## src/rtl/pdac_pkg.sv

```systemverilog
`timescale 1ns/1ps
package pdac_pkg;
   // Violation flag positions (the bench and host software decode these)
   localparam int unsigned V_CS_SETUP  = 0;
   localparam int unsigned V_DAT_SETUP = 1;
   localparam int unsigned V_WE_WIDTH  = 2;
   localparam int unsigned V_LD_WIDTH  = 3;
   localparam int unsigned V_LD_ORDER  = 4;
   localparam int unsigned NUM_VIOL    = 5;

   // Number of pins besides the data bus that cross into the clock domain
   localparam int unsigned NUM_CTRL    = 4;

   function automatic int unsigned max2(input int unsigned a, input int unsigned b);
      return (a > b) ? a : b;
   endfunction
endpackage

```

## src/rtl/pdac_sync.sv

```systemverilog
`timescale 1ns/1ps
module pdac_sync #(
   parameter int unsigned W      = 16,
   parameter int unsigned STAGES = 2,
   parameter logic [W-1:0] RST_VAL = '0
) (
   input  logic         clk,
   input  logic         rst_n,
   input  logic [W-1:0] d,
   output logic [W-1:0] q
);
   generate
      if (STAGES < 2) begin : g_bad_stages
         $error("pdac_sync: STAGES must be at least 2");
      end
   endgenerate

   logic [STAGES-1:0][W-1:0] stg;

   always_ff @(posedge clk or negedge rst_n) begin
      if (!rst_n) stg <= {STAGES{RST_VAL}};
      else        stg <= {stg[STAGES-2:0], d};
   end

   assign q = stg[STAGES-1];
endmodule

```

## src/rtl/pdac_strobe.sv

```systemverilog
`timescale 1ns/1ps
module pdac_strobe #(
   parameter int unsigned DW = 12
) (
   input  logic          clk,
   input  logic          rst_n,
   input  logic          cs_s,
   input  logic          we_s,
   input  logic          ld_s,
   input  logic [DW-1:0] dat_s,
   output logic          wr_stb,
   output logic          we_fall,
   output logic          ld_fall,
   output logic          ld_rise,
   output logic          dat_chg,
   output logic [DW-1:0] dat_q
);
   logic cs_q, we_q, ld_q;

   always_ff @(posedge clk or negedge rst_n) begin
      if (!rst_n) begin
         cs_q  <= 1'b1;
         we_q  <= 1'b1;
         ld_q  <= 1'b1;
         dat_q <= '0;
      end else begin
         cs_q  <= cs_s;
         we_q  <= we_s;
         ld_q  <= ld_s;
         dat_q <= dat_s;
      end
   end

   // Trailing edge of the write strobe, qualified by select at that edge
   assign wr_stb  = we_s & ~we_q & ~cs_q;
   assign we_fall = ~we_s & we_q;
   assign ld_fall = ~ld_s & ld_q;
   assign ld_rise = ld_s & ~ld_q;
   assign dat_chg = (dat_s != dat_q);
endmodule

```

## src/rtl/pdac_regs.sv

```systemverilog
`timescale 1ns/1ps
module pdac_regs #(
   parameter int unsigned DW = 12
) (
   input  logic          clk,
   input  logic          rst_n,
   input  logic          wr_stb,
   input  logic          ld_act,
   input  logic [DW-1:0] dat_in,
   output logic [DW-1:0] hold_q,
   output logic [DW-1:0] lat_q,
   output logic          upd
);
   always_ff @(posedge clk or negedge rst_n) begin
      if (!rst_n) begin
         hold_q <= '0;
         lat_q  <= '0;
         upd    <= 1'b0;
      end else begin
         if (wr_stb) hold_q <= dat_in;
         if (ld_act) lat_q  <= hold_q;
         upd <= ld_act && (hold_q != lat_q);
      end
   end
endmodule

```

## src/rtl/pdac_timing.sv

```systemverilog
`timescale 1ns/1ps
module pdac_timing
   import pdac_pkg::*;
#(
   parameter int unsigned CS_SETUP_CYC   = 2,
   parameter int unsigned DATA_SETUP_CYC = 2,
   parameter int unsigned WE_HIGH_CYC    = 2,
   parameter int unsigned LD_LOW_CYC     = 2
) (
   input  logic                clk,
   input  logic                rst_n,
   input  logic                cs_s,
   input  logic                we_s,
   input  logic                ld_s,
   input  logic                wr_stb,
   input  logic                we_fall,
   input  logic                ld_fall,
   input  logic                ld_rise,
   input  logic                dat_chg,
   input  logic [NUM_VIOL-1:0] clr,
   output logic [NUM_VIOL-1:0] flags
);
   localparam int unsigned NCNT = 4;
   localparam int unsigned LMAX = max2(max2(CS_SETUP_CYC, DATA_SETUP_CYC),
                                       max2(WE_HIGH_CYC, LD_LOW_CYC));
   localparam int unsigned CW   = (LMAX < 1) ? 1 : $clog2(LMAX + 1);
   localparam int unsigned LIM [NCNT] = '{CS_SETUP_CYC, DATA_SETUP_CYC,
                                          WE_HIGH_CYC, LD_LOW_CYC};

   generate
      if (LMAX < 1) begin : g_bad_lim
         $error("pdac_timing: at least one timing limit must be non-zero");
      end
   endgenerate

   logic [NCNT-1:0]         run;
   logic [NCNT-1:0]         short;
   logic [NCNT-1:0][CW-1:0] cnt;
   logic [NUM_VIOL-1:0]     set;

   // 0: select low, 1: data stable, 2: write strobe high, 3: load low
   assign run = {~ld_s, we_s, ~dat_chg, ~cs_s};

   always_ff @(posedge clk or negedge rst_n) begin
      if (!rst_n) begin
         cnt <= '0;
      end else begin
         for (int i = 0; i < NCNT; i++) begin
            if (!run[i])                  cnt[i] <= '0;
            else if (cnt[i] < CW'(LMAX))  cnt[i] <= cnt[i] + 1'b1;
         end
      end
   end

   always_comb begin
      for (int i = 0; i < NCNT; i++) short[i] = (cnt[i] < CW'(LIM[i]));
   end

   always_comb begin
      set              = '0;
      set[V_CS_SETUP]  = wr_stb  & short[0];
      set[V_DAT_SETUP] = wr_stb  & short[1];
      set[V_WE_WIDTH]  = we_fall & short[2];
      set[V_LD_WIDTH]  = ld_rise & short[3];
      set[V_LD_ORDER]  = ld_fall & ~we_s;
   end

   always_ff @(posedge clk or negedge rst_n) begin
      if (!rst_n) flags <= '0;
      else        flags <= (flags & ~clr) | set;
   end
endmodule

```

## src/rtl/pdac_frontend.sv

```systemverilog
`timescale 1ns/1ps
module pdac_frontend
   import pdac_pkg::*;
#(
   parameter int unsigned DW             = 12,
   parameter int unsigned SYNC_STAGES    = 2,
   parameter int unsigned CS_SETUP_CYC   = 2,
   parameter int unsigned DATA_SETUP_CYC = 2,
   parameter int unsigned WE_HIGH_CYC    = 2,
   parameter int unsigned LD_LOW_CYC     = 2,
   parameter bit          OUT_REG        = 1'b0
) (
   input  logic                clk,
   input  logic                rst_n,
   input  logic                host_cs_n,
   input  logic                host_we_n,
   input  logic                host_ld_n,
   input  logic                host_pd_n,
   input  logic [DW-1:0]       host_data,
   input  logic [NUM_VIOL-1:0] viol_clr,
   output logic [DW-1:0]       dac_code,
   output logic                dac_pd,
   output logic                dac_updated,
   output logic [NUM_VIOL-1:0] viol_flags
);
   localparam int unsigned SW = DW + NUM_CTRL;
   localparam logic [SW-1:0] SYNC_RST = {{NUM_CTRL{1'b1}}, {DW{1'b0}}};

   generate
      if (DW < 1 || DW > 32) begin : g_bad_dw
         $error("pdac_frontend: DW must lie in 1..32");
      end
   endgenerate

   logic [SW-1:0] pins_s;
   logic          cs_s, we_s, ld_s, pd_s;
   logic [DW-1:0] dat_s, dat_q;
   logic          wr_stb, we_fall, ld_fall, ld_rise, dat_chg, ld_act;
   logic [DW-1:0] hold_q, lat_q;

   pdac_sync #(.W(SW), .STAGES(SYNC_STAGES), .RST_VAL(SYNC_RST)) u_sync (
      .clk   (clk),
      .rst_n (rst_n),
      .d     ({host_pd_n, host_ld_n, host_we_n, host_cs_n, host_data}),
      .q     (pins_s)
   );

   assign {pd_s, ld_s, we_s, cs_s, dat_s} = pins_s;
   assign ld_act = ~ld_s;

   pdac_strobe #(.DW(DW)) u_strobe (
      .clk     (clk),
      .rst_n   (rst_n),
      .cs_s    (cs_s),
      .we_s    (we_s),
      .ld_s    (ld_s),
      .dat_s   (dat_s),
      .wr_stb  (wr_stb),
      .we_fall (we_fall),
      .ld_fall (ld_fall),
      .ld_rise (ld_rise),
      .dat_chg (dat_chg),
      .dat_q   (dat_q)
   );

   pdac_regs #(.DW(DW)) u_regs (
      .clk    (clk),
      .rst_n  (rst_n),
      .wr_stb (wr_stb),
      .ld_act (ld_act),
      .dat_in (dat_q),
      .hold_q (hold_q),
      .lat_q  (lat_q),
      .upd    (dac_updated)
   );

   pdac_timing #(
      .CS_SETUP_CYC   (CS_SETUP_CYC),
      .DATA_SETUP_CYC (DATA_SETUP_CYC),
      .WE_HIGH_CYC    (WE_HIGH_CYC),
      .LD_LOW_CYC     (LD_LOW_CYC)
   ) u_timing (
      .clk     (clk),
      .rst_n   (rst_n),
      .cs_s    (cs_s),
      .we_s    (we_s),
      .ld_s    (ld_s),
      .wr_stb  (wr_stb),
      .we_fall (we_fall),
      .ld_fall (ld_fall),
      .ld_rise (ld_rise),
      .dat_chg (dat_chg),
      .clr     (viol_clr),
      .flags   (viol_flags)
   );

   generate
      if (OUT_REG) begin : g_out_reg
         logic          pd_r;
         logic [DW-1:0] code_r;
         always_ff @(posedge clk or negedge rst_n) begin
            if (!rst_n) begin
               pd_r   <= 1'b0;
               code_r <= '0;
            end else begin
               pd_r   <= ~pd_s;
               code_r <= pd_s ? lat_q : '0;
            end
         end
         assign dac_pd   = pd_r;
         assign dac_code = code_r;
      end else begin : g_out_comb
         assign dac_pd   = ~pd_s;
         assign dac_code = pd_s ? lat_q : '0;
      end
   endgenerate
endmodule

```

## config.mk

```make
export PLATFORM = sky130hd
export DESIGN_NAME = pdac_frontend
export DESIGN_NICKNAME = d
export VERILOG_FILES = /design/src/rtl/pdac_pkg.sv /design/src/rtl/pdac_sync.sv /design/src/rtl/pdac_strobe.sv /design/src/rtl/pdac_regs.sv /design/src/rtl/pdac_timing.sv /design/src/rtl/pdac_frontend.sv
export SDC_FILE = /design/constraint.sdc
export NUM_CORES = 1
export LEC_CHECK = 0
export BUFFER_PORTS_ARGS = -buffer_cell sky130_fd_sc_hd__buf_4
export CAP_MARGIN = 5
export CORE_MARGIN = 3
export CORE_UTILIZATION = 56
export CTS_CLUSTER_DIAMETER = 50
export CTS_CLUSTER_SIZE = 25
export DETAILED_ROUTE_END_ITERATION = 10
export GPL_TIMING_DRIVEN = 0
export HOLD_SLACK_MARGIN = 0.02
export PLACE_DENSITY = 0.76
export SLEW_MARGIN = 10
export SYNTH_ARGS = -nofsm -noshare
export SYNTH_HDL_FRONTEND = slang
export SYNTH_SLANG_ARGS = --single-unit
```

## constraint.sdc

```tcl
create_clock -name clk -period 1.9 [get_ports clk]
set_input_delay 0.19 -clock clk [delete_from_list [all_inputs] [get_ports clk]]
set_output_delay 0.19 -clock clk [all_outputs]
set_load 0.02 [all_outputs]
```

== Word-level counts from Yosys, hierarchy flattened ==
Cells that the tools add are included.

* Flip-flop bits (word level): 85
* Bits of input ports: 23
* Output and inout port bits: 19
* Logic and storage cells: 57

* $add $sub $neg: 4
* Magnitude comparators: 4
* Equal/unequal tests: 3
* Mux-type cells: 9
* Bitwise gates (word level): 19
* Reduce and logical (&&, ||, !) cells: 4

{| class="wikitable"
|+ Operators with widths
! cell !! count
|-
| != test 12 bit || 2
|-
| 2-to-1 mux 2 bit || 8
|-
| 2-to-1 mux 12 bit || 1
|-
| bitwise AND 1 bit || 10
|-
| adder 2 x 1 -> 2 bit, second input constant || 4
|-
| less-than comparator 2 bit, second input constant || 4
|-
| inverter 1 bit || 6
|-
| nonzero test 2 bit || 3
|-
| bitwise AND 5 bit || 1
|-
| inverter 5 bit || 1
|-
| bitwise OR 5 bit || 1
|-
| != test 2 x 1 -> 1 bit, second input constant || 1
|-
| logical AND 1 bit || 1
|}

== Logic depth before layout (Yosys ltp) ==
* Depth in word-level cells: 5
* Gate-level depth with buffers: 5
* Mapped depth without buffers: 3

== Modules after synthesis ==
A second synthesis with hierarchy kept.

* Cell total of the unflattened synthesis: 207
* Area total of the unflattened synthesis: 3089.2 µm²

{| class="wikitable"
|+ By module, submodules not included
! module !! instances !! cells an instance !! area an instance (µm²) !! seq. area each (µm²)
|-
| pdac_regs || 1 || 67 || 1047.3 || 625.6
|-
| pdac_sync || 1 || 48 || 930.9 || 810.8
|-
| pdac_strobe || 1 || 35 || 534.3 || 379.1
|-
| pdac_timing || 1 || 42 || 473.0 || 325.3
|-
| pdac_frontend || 1 || 15 || 103.8 || 0.0
|}

== Worst setup path before layout ==
OpenSTA, ideal clock, no wires.

* Path type: register -> register
* Start point: register u_sync.stg, in the netlist u_sync.q[13]
* End point: register u_regs.hold_q[10]
* Library setup time: 0.125 ns
* Arrival time: 1.447 ns
* Data required time: 1.775 ns
* Path slack: 0.328 ns
* Stages on the path, launching flop included: 5
* Path buffers: 2
* Clock period less this slack: 1.572 ns
* Path through: dfstp_2 > or3b_1 > buf_6 > buf_12 > mux2_4

* Cells in the longest elaborated chain, start to end: 2

{| class="wikitable"
|+ Ends and longest elaborated chain
! what !! line !! text
|-
| start: declaration || pdac_sync.sv:18 || <nowiki>logic [STAGES-1:0][W-1:0] stg;</nowiki>
|-
| start signal: assignment || pdac_sync.sv:21 || <nowiki>if (!rst_n) stg <= {STAGES{RST_VAL}};</nowiki>
|-
| start signal: assignment || pdac_sync.sv:22 || <nowiki>else stg <= {stg[STAGES-2:0], d};</nowiki>
|-
| bitwise AND 1 bit (2 in series) || pdac_strobe.sv:35 || <nowiki>assign wr_stb = we_s & ~we_q & ~cs_q;</nowiki>
|-
| end signal: assignment || pdac_regs.sv:20 || <nowiki>if (wr_stb) hold_q <= dat_in;</nowiki>
|-
| end: declaration || pdac_regs.sv:10 || <nowiki>output logic [DW-1:0] hold_q,</nowiki>
|}

Every way passes these cells.
A chain may end at the register's enable or synchronous reset.

== Worst setup path in the final report ==
* Start point: register u_sync.stg, in the netlist u_sync.q[15]
* End point: output port dac_code[2]

* Cells in the longest elaborated chain, start to end: 1

{| class="wikitable"
|+ Ends and longest elaborated chain
! what !! line !! text
|-
| 2-to-1 mux 12 bit || pdac_frontend.sv:114 || <nowiki>assign dac_code = pd_s ? lat_q : '0;</nowiki>
|-
| end: declaration || pdac_frontend.sv:21 || <nowiki>output logic [DW-1:0] dac_code,</nowiki>
|}

Every way passes these cells.

==> results.toml <==
[logic_synthesis]
yosysMostFrequentCell = "dfrtp_1"
synth_top_area_share_pct = 62.05
ys.flop_type = "dfrtp_1"
syn_nets = 213
synth-async-reset-ratio_pct = 100.0
synth_warnings = 0
synth_area_leaders = "dfrtp_1 (62%), dfstp_2 (9.7%), mux2_2 (6.0%)"
ys_seq_area_share_pct = 71.74
yosys_register_bits = 85
yosysUniqueCellTypes = 22
synth_edf_count = 0
syn_area_um2 = 2984
yosysTopAreaCell = "dfrtp_1"
synthCells = 190
yosys-top-cells-count = "dfrtp_1 (74), mux2_2 (16), xor2_1 (15)"
syn_area_per_cell_um2 = 15.71

[outcome]
failed_checks = "hold timing"
run_status = "finished with violations"

[finish]
nNetsFinal = 286
drive_above_1_share_pct = 35.82
post-route-util_pct = 77.42
syn_to_final_growth_pct = 28.22
antennaDiodeCount = 0

[routing]
ant_nets = 0
routed_wl_um = 4503
drt_iter0_drc = 48
num_vias = 1568
drcViolationCount = 0
routed_via_density = 4.681
wl_per_cell_um = 13.44
drt_first_pass_iters = 4

[die]
initial_core_util_pct = 60.38
die_h_um = 79
core-area_um2 = 4942
rows = 25
pin_count = 42
die_width_um = 79
die_area_um2 = 6241

[clock_tree]
clkTransAtPathRegs_ps = 80
post_cts_resize_count = 0
cts_tree = "done"
htree_num_levels = 3
clock_sinks = 85
numCtsBuffers = 9
root_buffer = "clkbuf_8"
clk_latency_ps = 350
postCtsSetupRepairBufs = 0
cts_hold_buf = 21
clockBufferDepth = 2

[worst_setup_path]
crit_path_end_kind = "primary output"
cp.arrival_ps = 1520
worstSetupStartpointType = "register"
cp.required_ps = 1710
path_max_fanout = 10
critPathKind = "register to primary output"

[sta]
hold_viol = 16
worst_slew_pin_slew_ps = 979.1
clock_skew_ps = 7.653
whs_ps = -7.688
max_clock_freq_mhz = 583.2
setup_violations = 0
layout_setup_ws_ps = 185.2
min_period_over_period_pct = 90.25
drv_slew = 0
rsz0062_at_grt = "false"
relSlewSlack_pct = 34.73
setup_tns_ps = 0
period_minus_slack_ps = 1715

[grt]
grt_pass1_vias = 1616
antenna_found_initial = 0
grt_max_degree = 86
overflow = 0
grt_usage_pct = 17.14
grt_pass1_wl_um = 7769

[placed_design]
io_buffers = 41
place_ws_ps = 217.6
place_congestion = 0.7246
place_hpwl_um = 2912

[worst_hold_path]
hold_class = "input port to async pin"

[power]
vdd_drop_max_v = 0.0007875
total_power_mw = 4.203
p_leak_nw = 1.773
p_per_area_nw_per_um2 = 1099

[flow_run]
drv_cap = 0
==> final cells by class <==
cell class	instances	area, um^2
clock inverter	5	88.84
buffer	5	43.79
multi-input combinational	94	777.0
timing repair buffer	62	518.0
sequential	85	2141
fill	305	1116
clock buffer	11	151.4
tap	67	83.83
inverter	6	22.52
==> logic make-up (layout without fill, tap and decap cells) <==
logic type	count (synthesis)	count (layout)	synth area share [%]
compound gates	7	7	1.384
mux	24	24	10.06
flops	85	85	71.74
buf+inv	11	89	2.222
simple gates	35	35	6.373
xor+xnor	28	28	8.218
==> critical path, stage by stage (launching register included) <==
cell	delay [ps]
dfstp_2	550
clkbuf_1	280
and2_1	200
buf_4	150
==> cells in the final DEF, fill, tap and decap left out, drive strengths merged <==
master and instances:
dlygate4sd3 21, buf 44, nand4 3, bufinv 2, clkinv 1, xnor2 13, o22ai 2, a31oi 1
nor4 5, mux2 24, dfrtp 74, nand2 3, nor2 10, o21ai 3, xor2 15, clkbuf 13
o21a 1, inv 8, or3b 1, and2 13, dfstp 11
==> sequential cells by signal, summed over array words and instances, names as in the netlist <==
signal          flops
u_regs.hold_q      12
u_strobe.dat_q     12
u_regs.lat_q       12
u_timing.cnt        8
u_strobe.we_q       1
u_strobe.ld_q       1
u_regs.upd          1
u_sync.stg         16
u_strobe.cs_q       1
u_sync.q           16
u_timing.flags      5
==> stage by stage <==
step,hold WS [ps],cells,instance area [um^2]
2_1_floorplan,-105.6,190,2984
3_3_place_gp,298.3,298,3376
3_5_place_dp,299.7,298,3376
4_1_cts,21.32,335,3826
5_1_grt,51.55,335,3826
6_report,-7.688,335,3826
==> where the power goes <==
part	internal, mW	total, mW	switching, mW
clock network	0.827	1.45	0.619
registers	2.02	2.17	0.160
logic	0.339	0.582	0.243
total	3.18	4.20	1.02
==> routing by layer <==
layer,global-route usage [%],part of all wire (%),vias up
li1,-,-,769
met1,20.71,43,755
met2,27.10,50,37
met3,7.596,5.2,7
met4,6.701,1.6,0
met5,0,0,-
==> final timing paths <==
| kind | from | to | slack [ps] | depth (start not counted) |
|---|---|---|---|---|
| setup / recovery | u_sync.q[15]$_DFF_PN1_ | dac_code[2] | 190 | 3 |
| hold / removal | rst_n | u_timing.cnt[3]$_DFFE_PN0P_ | -8 | 1 |
| setup reg to reg | u_sync.q[14]$_DFF_PN1_ | u_regs.lat_q[10]$_DFFE_PN0N_ | 230 | 3 |
| hold reg to reg | u_sync.stg[9]$_DFF_PN0_ | u_sync.q[9]$_DFF_PN0_ | 350 | 0 |
| max in group asynchronous | rst_n | u_regs.lat_q[9]$_DFFE_PN0N_ | 1280 | 1 |
| min in group clk | u_sync.stg[9]$_DFF_PN0_ | u_sync.q[9]$_DFF_PN0_ | 350 | 0 |
(Power assumes the default switching activity.)
